File: src/rtl/lvt_timer.sv
module lvt_timer #(
  parameter int CNT_W  = 32,
  parameter int PEND_W = 4,
  parameter int AW     = 4
) (
  input  logic          clk,
  input  logic          rst_n,
  input  logic          hw_en,
  input  logic          wr_en,
  input  logic [AW-1:0] wr_addr,
  input  logic [31:0]   wr_data,
  input  logic [AW-1:0] rd_addr,
  output logic [31:0]   rd_data,
  output logic          irq_req,
  output logic [7:0]    irq_vec,
  input  logic          irq_ack
);
  localparam int N_LVT  = 6;
  localparam int A_CTL  = 0;
  localparam int A_LVT  = 1;
  localparam int A_INIT = 7;
  localparam int A_CUR  = 8;
  localparam int A_DIV  = 9;
  localparam int A_PEND = 10;
  localparam logic [31:0] MASKV = 32'h0001_0000;
  localparam logic [N_LVT-1:0][31:0] WM = {
    32'h0001_10FF, 32'h0001_F7FF, 32'h0001_F7FF,
    32'h0001_17FF, 32'h0001_17FF, 32'h0003_10FF};
  localparam logic [PEND_W-1:0] PMAX = '1;

  logic [9:0]             ctl_q;
  logic [N_LVT-1:0][31:0] lvt_q;
  logic [CNT_W-1:0]       init_q, cur_q;
  logic [3:0]             div_q;
  logic [2:0]             sh_q;
  logic [6:0]             pre_q;
  logic [PEND_W-1:0]      pend_q;

  wire       sw_en   = ctl_q[8];
  wire       init_wr = wr_en && wr_addr == AW'(A_INIT);
  wire       dis_wr  = wr_en && wr_addr == AW'(A_CTL) && !wr_data[8];
  wire [2:0] sh_new  = {div_q[3], div_q[1:0]} + 3'd1;
  wire [7:0] lim     = (8'd1 << sh_q) - 8'd1;
  wire       tick    = (cur_q != '0) && ({1'b0, pre_q} == lim);
  wire       fire    = tick && (cur_q == CNT_W'(1));
  wire       acc     = irq_req && irq_ack;

  assign irq_req = hw_en && sw_en && !lvt_q[0][16] && (pend_q != '0);
  assign irq_vec = lvt_q[0][7:0];

  always_ff @(posedge clk or negedge rst_n)
    if (!rst_n) begin
      ctl_q <= 10'h0FF;
      div_q <= '0;
    end else if (wr_en) begin
      if (wr_addr == AW'(A_CTL)) ctl_q <= wr_data[9:0];
      if (wr_addr == AW'(A_DIV)) div_q <= wr_data[3:0];
    end

  always_ff @(posedge clk or negedge rst_n)
    if (!rst_n) begin
      for (int i = 0; i < N_LVT; i++) lvt_q[i] <= MASKV;
    end else begin
      for (int i = 0; i < N_LVT; i++)
        if (dis_wr)
          lvt_q[i] <= lvt_q[i] | MASKV;
        else if (wr_en && wr_addr == AW'(A_LVT + i))
          lvt_q[i] <= (wr_data & WM[i]) | (sw_en ? 32'h0 : MASKV);
    end

  always_ff @(posedge clk or negedge rst_n)
    if (!rst_n) begin
      init_q <= '0;
      cur_q  <= '0;
      pre_q  <= '0;
      sh_q   <= 3'd1;
    end else if (init_wr) begin
      init_q <= wr_data[CNT_W-1:0];
      cur_q  <= wr_data[CNT_W-1:0];
      pre_q  <= '0;
      sh_q   <= sh_new;
    end else if (tick) begin
      pre_q <= '0;
      if (!fire)
        cur_q <= cur_q - CNT_W'(1);
      else if (lvt_q[0][17]) begin
        cur_q <= init_q;
        sh_q  <= sh_new;
      end else
        cur_q <= '0;
    end else if (cur_q != '0)
      pre_q <= pre_q + 7'd1;

  always_ff @(posedge clk or negedge rst_n)
    if (!rst_n)
      pend_q <= '0;
    else if (init_wr || dis_wr)
      pend_q <= '0;
    else if (fire && !acc && pend_q != PMAX)
      pend_q <= pend_q + PEND_W'(1);
    else if (acc && !fire)
      pend_q <= pend_q - PEND_W'(1);

  always_comb begin
    rd_data = '0;
    if (rd_addr == AW'(A_CTL))  rd_data = {22'h0, ctl_q};
    if (rd_addr == AW'(A_INIT)) rd_data = 32'(init_q);
    if (rd_addr == AW'(A_CUR))  rd_data = 32'(cur_q);
    if (rd_addr == AW'(A_DIV))  rd_data = {28'h0, div_q};
    if (rd_addr == AW'(A_PEND)) rd_data = 32'(pend_q);
    for (int i = 0; i < N_LVT; i++)
      if (rd_addr == AW'(A_LVT + i)) rd_data = lvt_q[i];
  end
endmodule

File: config.mk
export PLATFORM = sky130hd
export DESIGN_NAME = lvt_timer
export DESIGN_NICKNAME = d
export VERILOG_FILES = /design/src/rtl/lvt_timer.sv
export SDC_FILE = /design/constraint.sdc
export NUM_CORES = 1
export LEC_CHECK = 0
export CORE_MARGIN = 3
export CORE_UTILIZATION = 29
export CTS_BUF_LIST = sky130_fd_sc_hd__clkbuf_8
export CTS_CLUSTER_DIAMETER = 50
export CTS_CLUSTER_SIZE = 40
export DETAILED_ROUTE_END_ITERATION = 10
export GPL_TIMING_DRIVEN = 0
export PLACE_DENSITY = 0.47
export RECOVER_POWER = 100
export REMOVE_ABC_BUFFERS = 1
export SLEW_MARGIN = 20
export SYNTH_ARGS = -nofsm -noshare
export SYNTH_HDL_FRONTEND = slang
export SYNTH_SLANG_ARGS = --single-unit
File: constraint.sdc
create_clock -name clk -period 5.2 [get_ports clk]
set_input_delay 1.3 -clock clk [delete_from_list [all_inputs] [get_ports clk]]
set_output_delay 1.3 -clock clk [all_outputs]
set_load 0.1 [all_outputs]
==> results of run 1 <==
-- state kept, by name, summed over array words and instances, names as in the netlist --
| name | count |
|---|---|
| ctl_q | 10 |
| cur_q | 32 |
| init_q | 32 |
| pre_q | 7 |
| lvt_q | 71 |
| sh_q | 3 |
| pend_q | 4 |
| irq_vec | 8 |
| div_q | 4 |
-- cells in the mapped netlist (4+ instances only) --
library cell and n:
a211oi_1 7, a21o_1 14, a21oi_1 52, a221o_1 14, a221oi_1 4, a22o_1 28, a22oi_1 8, a31oi_1 15
and2_1 7, and3_1 10, buf_2 8, buf_4 10, clkbuf_1 50, dfrtp_1 156, dfstp_2 15, ha_1 6
inv_1 8, mux2_2 92, mux2i_1 11, nand2_1 158, nand2b_1 13, nand3_1 17, nand4_1 10, nor2_1 58
nor2b_1 13, nor3_1 27, nor4_1 13, o211ai_1 7, o21ai_0 61, o22a_1 5, o22ai_1 8, o2bb2ai_1 9
o31ai_1 10, or2_2 6, or3_1 11, xnor2_1 4
-- cell type report --
type | count | area [um2]
repair buffers | 103 | 903.4
flip-flops and latches | 171 | 4298
inverters | 9 | 37.54
clock inverters | 14 | 111.4
well taps | 435 | 544.3
clock buffers | 18 | 247.7
fillers | 3385 | 20950
multi-input cells | 751 | 4955
-- critical path: cells and delay by family --
kind,cells,cell delay (ps)
buf+inv,3,1030
compound gates,6,1010
simple gates,1,400
-- metrics by stage --
step	setup slack, ps	hold slack, ps	setup TNS [ps]
final	147.9	511.1	0
after global routing	32.85	523.5	0
after CTS	-102.7	514.2	-110.8
after detailed placement	-1674	491.2	-35450
after global placement	-5001	483.8	-996520
after floorplan	-350.9	451.4	-1046
-- cells by family (layout without fill, tap and decap cells) --
family,after synthesis,after routing,synth area share [%]
adders and majority gates,7,7,0.9958
and+or+nand+nor,364,364,18.44
DFF,171,171,45.01
buffers and inverters,81,144,3.695
muxes,103,103,12.00
xor gates and xnor gates,6,6,0.5503
AOI/OAI and AO/OA,271,271,19.31
-- layer usage --
metal	vias to the layer above	global-route usage [%]	wire length (um)
li1	3793	-	-
met1	4064	25.92	15210
met2	205	27.51	13840
met3	31	2.586	1233
met4	0	4.127	499
met5	-	0	0
-- cell usage in the layout, fill, tap and decap left out, types with 6 or more instances in the layout --
cell type        count
nand2_1            158
dfrtp_1            156
mux2_2              92
o21ai_0             63
nor2_1              55
a21oi_1             51
clkdlybuf4s50_1     37
a22o_1              28
nor3_1              26
clkbuf_1            23
clkbuf_8            18
nand3_1             17
a31oi_1             15
dfstp_2             15
a21o_1              14
a221o_1             14
nand2b_1            13
nor4_1              12
or3_1               11
mux2i_1             11
dlygate4sd3_1       11
nand4_1             10
and3_1              10
o31ai_1             10
clkdlybuf4s15_2     10
inv_1                9
nor2b_1              9
o2bb2ai_1            9
a22oi_1              8
o22ai_1              8
o211ai_1             7
a211oi_1             7
clkbuf_2             7
ha_1                 6
inv_6                6
-- worst paths after layout --
path | end | slack (ps) | cells after the start
min reg2reg | div_q[2]$_DFFE_PN0P_ | 510 | 1
max | rd_data[0] | 150 | 10
min in group asynchronous | pre_q[2]$_DFFE_PN0P_ | 1480 | 1
max in group asynchronous | pend_q[3]$_DFFE_PN0P_ | 2290 | 1
max reg2reg | pend_q[3]$_DFFE_PN0P_ | 910 | 11
min | div_q[2]$_DFFE_PN0P_ | 510 | 1
-- timing repair --
item,in CTS,in global routing
resized for setup,92,14
setup buffers,0,1
gates cloned,0,0
pin swaps,0,0
endpoints found under the setup margin,32,13
hold endpoints to repair,0,0
-- power breakdown --
| part | leakage, nW | internal (mW) | switching, mW |
|---|---|---|---|
| Combinational | 2.24 | 0.510 | 0.859 |
| Clock | 0.183 | 0.353 | 0.558 |
| Sequential | 2.09 | 1.67 | 0.354 |
| Total | 4.51 | 2.54 | 1.77 |
==> results_dict.tcl, run 1 <==
set metrics [dict create \
    status "finished, violations left" \
    violations "max-capacitance violations, max-slew violations" \
    fmax_mhz 197.9 \
    rr_startpoint "cur_q[7]$_DFFE_PN0P_" \
    worstPathArrival_ps 3750 \
    ant_nets 0 \
    die_h_um 187.5 \
    worstSetupEndpointType "primary output" \
    synth_top_area_share_pct 40.88 \
    cap_violations 2 \
    dp_hpwl_mm 21.08 \
    start_util_pct 29.80 \
    synth_area_um2 9549 \
    rsz0062_at_grt "false" \
    cts.sinks 171 \
    core_region_area_um2 32040 \
    remaining_drc_errors 0 \
    ir_drop_mv 0.1777 \
    placed_cell_area_um2 10930 \
    yosysWarnings 0 \
    power_mw 4.307 \
    final_layout_size_suffix_gt1_share_pct 18.57 \
    p_leak_nw 4.509 \
    synthTopCellsByArea "dfrtp_1 41%, mux2_2 11%, nand2_1 6.2%, dfstp_2 4.1%, o21ai_0 3.2%" \
    utilization_pct 34.63 \
    clock-root-buffer "clkbuf_8" \
    gp_congestion 0.7928 \
    first_iter_violations 637 \
    final-hold-violation-count 0 \
    setup_viol_count_final 0 \
    path_cells "clkbuf_2 -> and4b_4 -> buf_16 -> a22o_1 -> o21ai_0 -> o211ai_1 -> o21ai_0 -> a22o_1 -> a21oi_1 -> clkbuf_4" \
    grt_overflow 0 \
    wl_per_cell_um 20.51 \
    clk-insertion-delay-late_ps 480 \
    synthFlopType "dfrtp_1" \
    crit_type "input pin to primary output" \
    grt_usage_pct 17.67 \
    fin_nets 1105 \
    worstPathMaxFanout 21 \
    wl_mm 30.79 \
    synth-edff-count 0 \
    stdcell_count 1501 \
    ios 86 \
    finalCritPeriodShare_pct 97.16 \
    dp.cells 1468 \
    synth_cells 1003 \
    cts_buffer_depth 2 \
    critPathLaunch "rd_addr[2]" \
    cp_slowest_cell "clkbuf_2" \
    yosys.cell_types.count 72 \
    area_growth_pct 16.21 \
    ys_seq_area_share_pct 45.01 \
    finClkSkew_ps 15.61 \
    num_rows 65 \
    grt_pass1_vias 8187 \
    clk_pin_slew_ps 100 \
    timing.slew.headroom_pct -55.82 \
    grt_max_degree 87 \
    slew_violations 110 \
    min_from "div_q[2]$_DFFE_PN0P_" \
    n_antenna_cell 0 \
    cpPeakStageDelay_ps 470 \
    netlist.top_cell.by_area "dfrtp_1" \
    hold_path.class "flip-flop to flip-flop" \
    cts_hold_buf 0 \
    grt_pass1_wl_mm 49.42 \
    powerDensity_nw_per_um2 388.1 \
    period_needed_ps 5052 \
    ys_ff_latch 171 \
    io_buffers 85 \
    crit_required_ps 3900 \
    syn_area_per_cell_um2 9.521 \
    worst_pin_slew_ps 2337 \
    first_pass_iters 5 \
    fin_area_um2 11100 \
    die_area_um2 35140 \
    vias 8093 \
    fp.dieW_um 187.5 \
    cts_tree "yes" \
    viasPerCell 5.392 \
    cts_max_level 4 \
    antenna_found_initial 0 \
    numCtsBuffers 17 \
    synth-async-reset-ratio_pct 100.0 \
    cp-start-kind "input pin" \
]
Note: power is estimated with default switching activity, not from simulation.
==> run 2: changes to the inputs <==
--- a/config.mk
+++ b/config.mk
@@ -15,7 +15,6 @@
 export PLACE_DENSITY = 0.47
 export RECOVER_POWER = 100
 export REMOVE_ABC_BUFFERS = 1
-export SLEW_MARGIN = 20
 export SYNTH_ARGS = -nofsm -noshare
 export SYNTH_HDL_FRONTEND = slang
 export SYNTH_SLANG_ARGS = --single-unit
==> run 2 against run 1 <==
Effect of this change:
- the run still ends with max-capacitance violations, max-slew violations left
- final area rose by 1.6%
- worst hold slack lost 5.0 ps
- count of clock-buffer cells in the layout stayed put
- critical path depth decreased by 1
- clock power up 26%
- register-to-register slack worse by 40 ps
- largest cell class unchanged
==> results_dict.tcl, run 2 (same netlist as run 1, synthesis figures left out) <==
set metrics [dict create \
    period_needed_ps 5061 \
    r2r.worst_path.cells 12 \
    hold_depth 1 \
    finalCritPeriodShare_pct 97.33 \
    cts_buffer_depth 2 \
    grt_usage_pct 17.95 \
    timing.slew.headroom_pct -56.48 \
    powerDensity_nw_per_um2 402.8 \
    die_area_um2 35140 \
    ios 86 \
    rsz0062_at_grt "false" \
    remaining_drc_errors 0 \
    ant_nets 0 \
    nFillCells 3384 \
    grt_pass1_wl_mm 49.84 \
    hold_path.class "flip-flop to flip-flop" \
    critPathTopFamily "buffers and inverters" \
    status "finished, violations left" \
    ir_drop_mv 0.1993 \
    p_leak_nw 4.593 \
    gp_congestion 0.7928 \
    fin_area_um2 11270 \
    worst-path-stages 9 \
    worstPathArrival_ps 3760 \
    worstPathMaxFanout 22 \
    power_mw 4.542 \
    die_h_um 187.5 \
    cts.sinks 171 \
    clock-root-buffer "clkbuf_8" \
    area_growth_pct 18.07 \
    final-hold-violation-count 0 \
    vias 8093 \
    crit_required_ps 3900 \
    n_antenna_cell 0 \
    setup_viol_count_final 0 \
    start_util_pct 29.80 \
    largest_register "lvt_q" \
    viasPerCell 5.406 \
    worstSetupEndpointType "primary output" \
    antenna_found_initial 2 \
    io_buffers 85 \
    cap_violations 4 \
    cpPeakStageDelay_ps 580 \
    dp_hpwl_mm 20.96 \
    finClkSkew_ps 17.40 \
    grt_overflow 0 \
    layout_commonest_cell "nand2_1" \
    grt_max_degree 87 \
    wl_mm 31.43 \
    violations "max-capacitance violations, max-slew violations" \
    first_iter_violations 793 \
    slew_violations 127 \
    fin_nets 1101 \
    fp.dieW_um 187.5 \
    clk_pin_slew_ps 80 \
    cp-start-kind "input pin" \
    numCtsBuffers 17 \
    crit_buf_inv 2 \
    final_layout_size_suffix_gt1_share_pct 18.93 \
    first_pass_iters 5 \
    holdWs_ps 506.1 \
    clk-insertion-delay-late_ps 480 \
    grt_pass1_vias 8224 \
    crit_type "input pin to primary output" \
    cts_tree "yes" \
    wl_per_cell_um 21.00 \
    top_regs "lvt_q (71), cur_q (32), init_q (32)" \
    cts_max_level 4 \
    path_cells "buf_2 -> and4b_4 -> a22o_1 -> o21ai_0 -> o211ai_1 -> o21ai_0 -> a22o_1 -> a21oi_1 -> clkdlybuf4s15_2" \
    cp_slowest_cell "clkdlybuf4s15_2" \
    num_rows 65 \
    placed_cell_area_um2 10830 \
    worst_pin_slew_ps 2347 \
    fmax_mhz 197.6 \
    largest_reg_flops 71 \
    most-common-layout-cells "158 x nand2_1, 156 x dfrtp_1, 92 x mux2_2" \
    core_region_area_um2 32040 \
]
-- run 2: cell count changes in the layout (fill, tap and decap cells not counted), moves of 6 or more --
cell             previous run  this run
inv_6                       6         0
clkdlybuf4s15_1             1         8
clkbuf_1                   23         6
bufinv_16                   0         6
clkdlybuf4s15_2            10        18
-- run 2: layer usage --
metal	global-route usage [%]	vias up	wire [um]
met1	26.31	4067	15560
met3	2.830	33	1378
met5	0	-	0
met4	4.040	0	460
li1	-	3773	-
met2	27.92	220	14030
-- run 2: worst register-to-register path, stage by stage (launching register included) --
cell     delay, ps
dfrtp_1        470
nor4_1         490
nand4_1        390
nor3_1         650
nand4_1        500
or2_2          470
ha_1           280
a21o_1         170
a21oi_1        220
a21o_1         120
mux2i_1         60
nor2b_1        210
o21ba_2        210
-- run 2: final cells by class --
type                            instances  area (um2)  area share, %
Tap cell                              435       544.3          4.827
Timing Repair Buffer                   98       968.4          8.589
Multi-Input combinational cell        752        4951          43.91
Sequential cell                       171        4298          38.12
Clock inverter                         14       227.7          2.020
Clock buffer                           18       247.7          2.197
Inverter                                9       37.54         0.3329
-- run 2: stage by stage --
stage / cells / utilization (%) / setup WS [ps] / setup TNS [ps]
4_1_cts: 1497 / 35.50 / -62.35 / -87.43
6_report: 1497 / 35.19 / 138.8 / 0
3_3_place_gp: 1451 / 33.16 / -5001 / -996520
3_5_place_dp: 1462 / 33.80 / -1876 / -44580
5_1_grt: 1497 / 35.19 / 4.315 / 0
2_1_floorplan: 931 / - / -350.9 / -1046
-- run 2: final timing paths --
kind,startpoint,end,slack (ps)
max,rd_addr[2],rd_data[0],140
min,lvt_q[42]$_DFFE_PN0P_,lvt_q[42]$_DFFE_PN0P_,510
max reg2reg,cur_q[7]$_DFFE_PN0P_,pend_q[3]$_DFFE_PN0P_,870
min reg2reg,lvt_q[42]$_DFFE_PN0P_,lvt_q[42]$_DFFE_PN0P_,510
max in group asynchronous,rst_n,lvt_q[129]$_DFFE_PN0P_,2300
min in group asynchronous,rst_n,pre_q[2]$_DFFE_PN0P_,1490
-- run 2: power breakdown --
group	switching, mW	internal (mW)
combinational	0.855	0.509
clock	0.520	0.628
sequential	0.355	1.67
total	1.73	2.81
-- run 2: timing repair --
item                                    CTS  global route
cloned                                    1             0
gates resized for setup                 129            10
buffers inserted                          2             0
pin swaps                                 0             0
endpoints found under the setup margin   32            13
hold buffers                              0             0
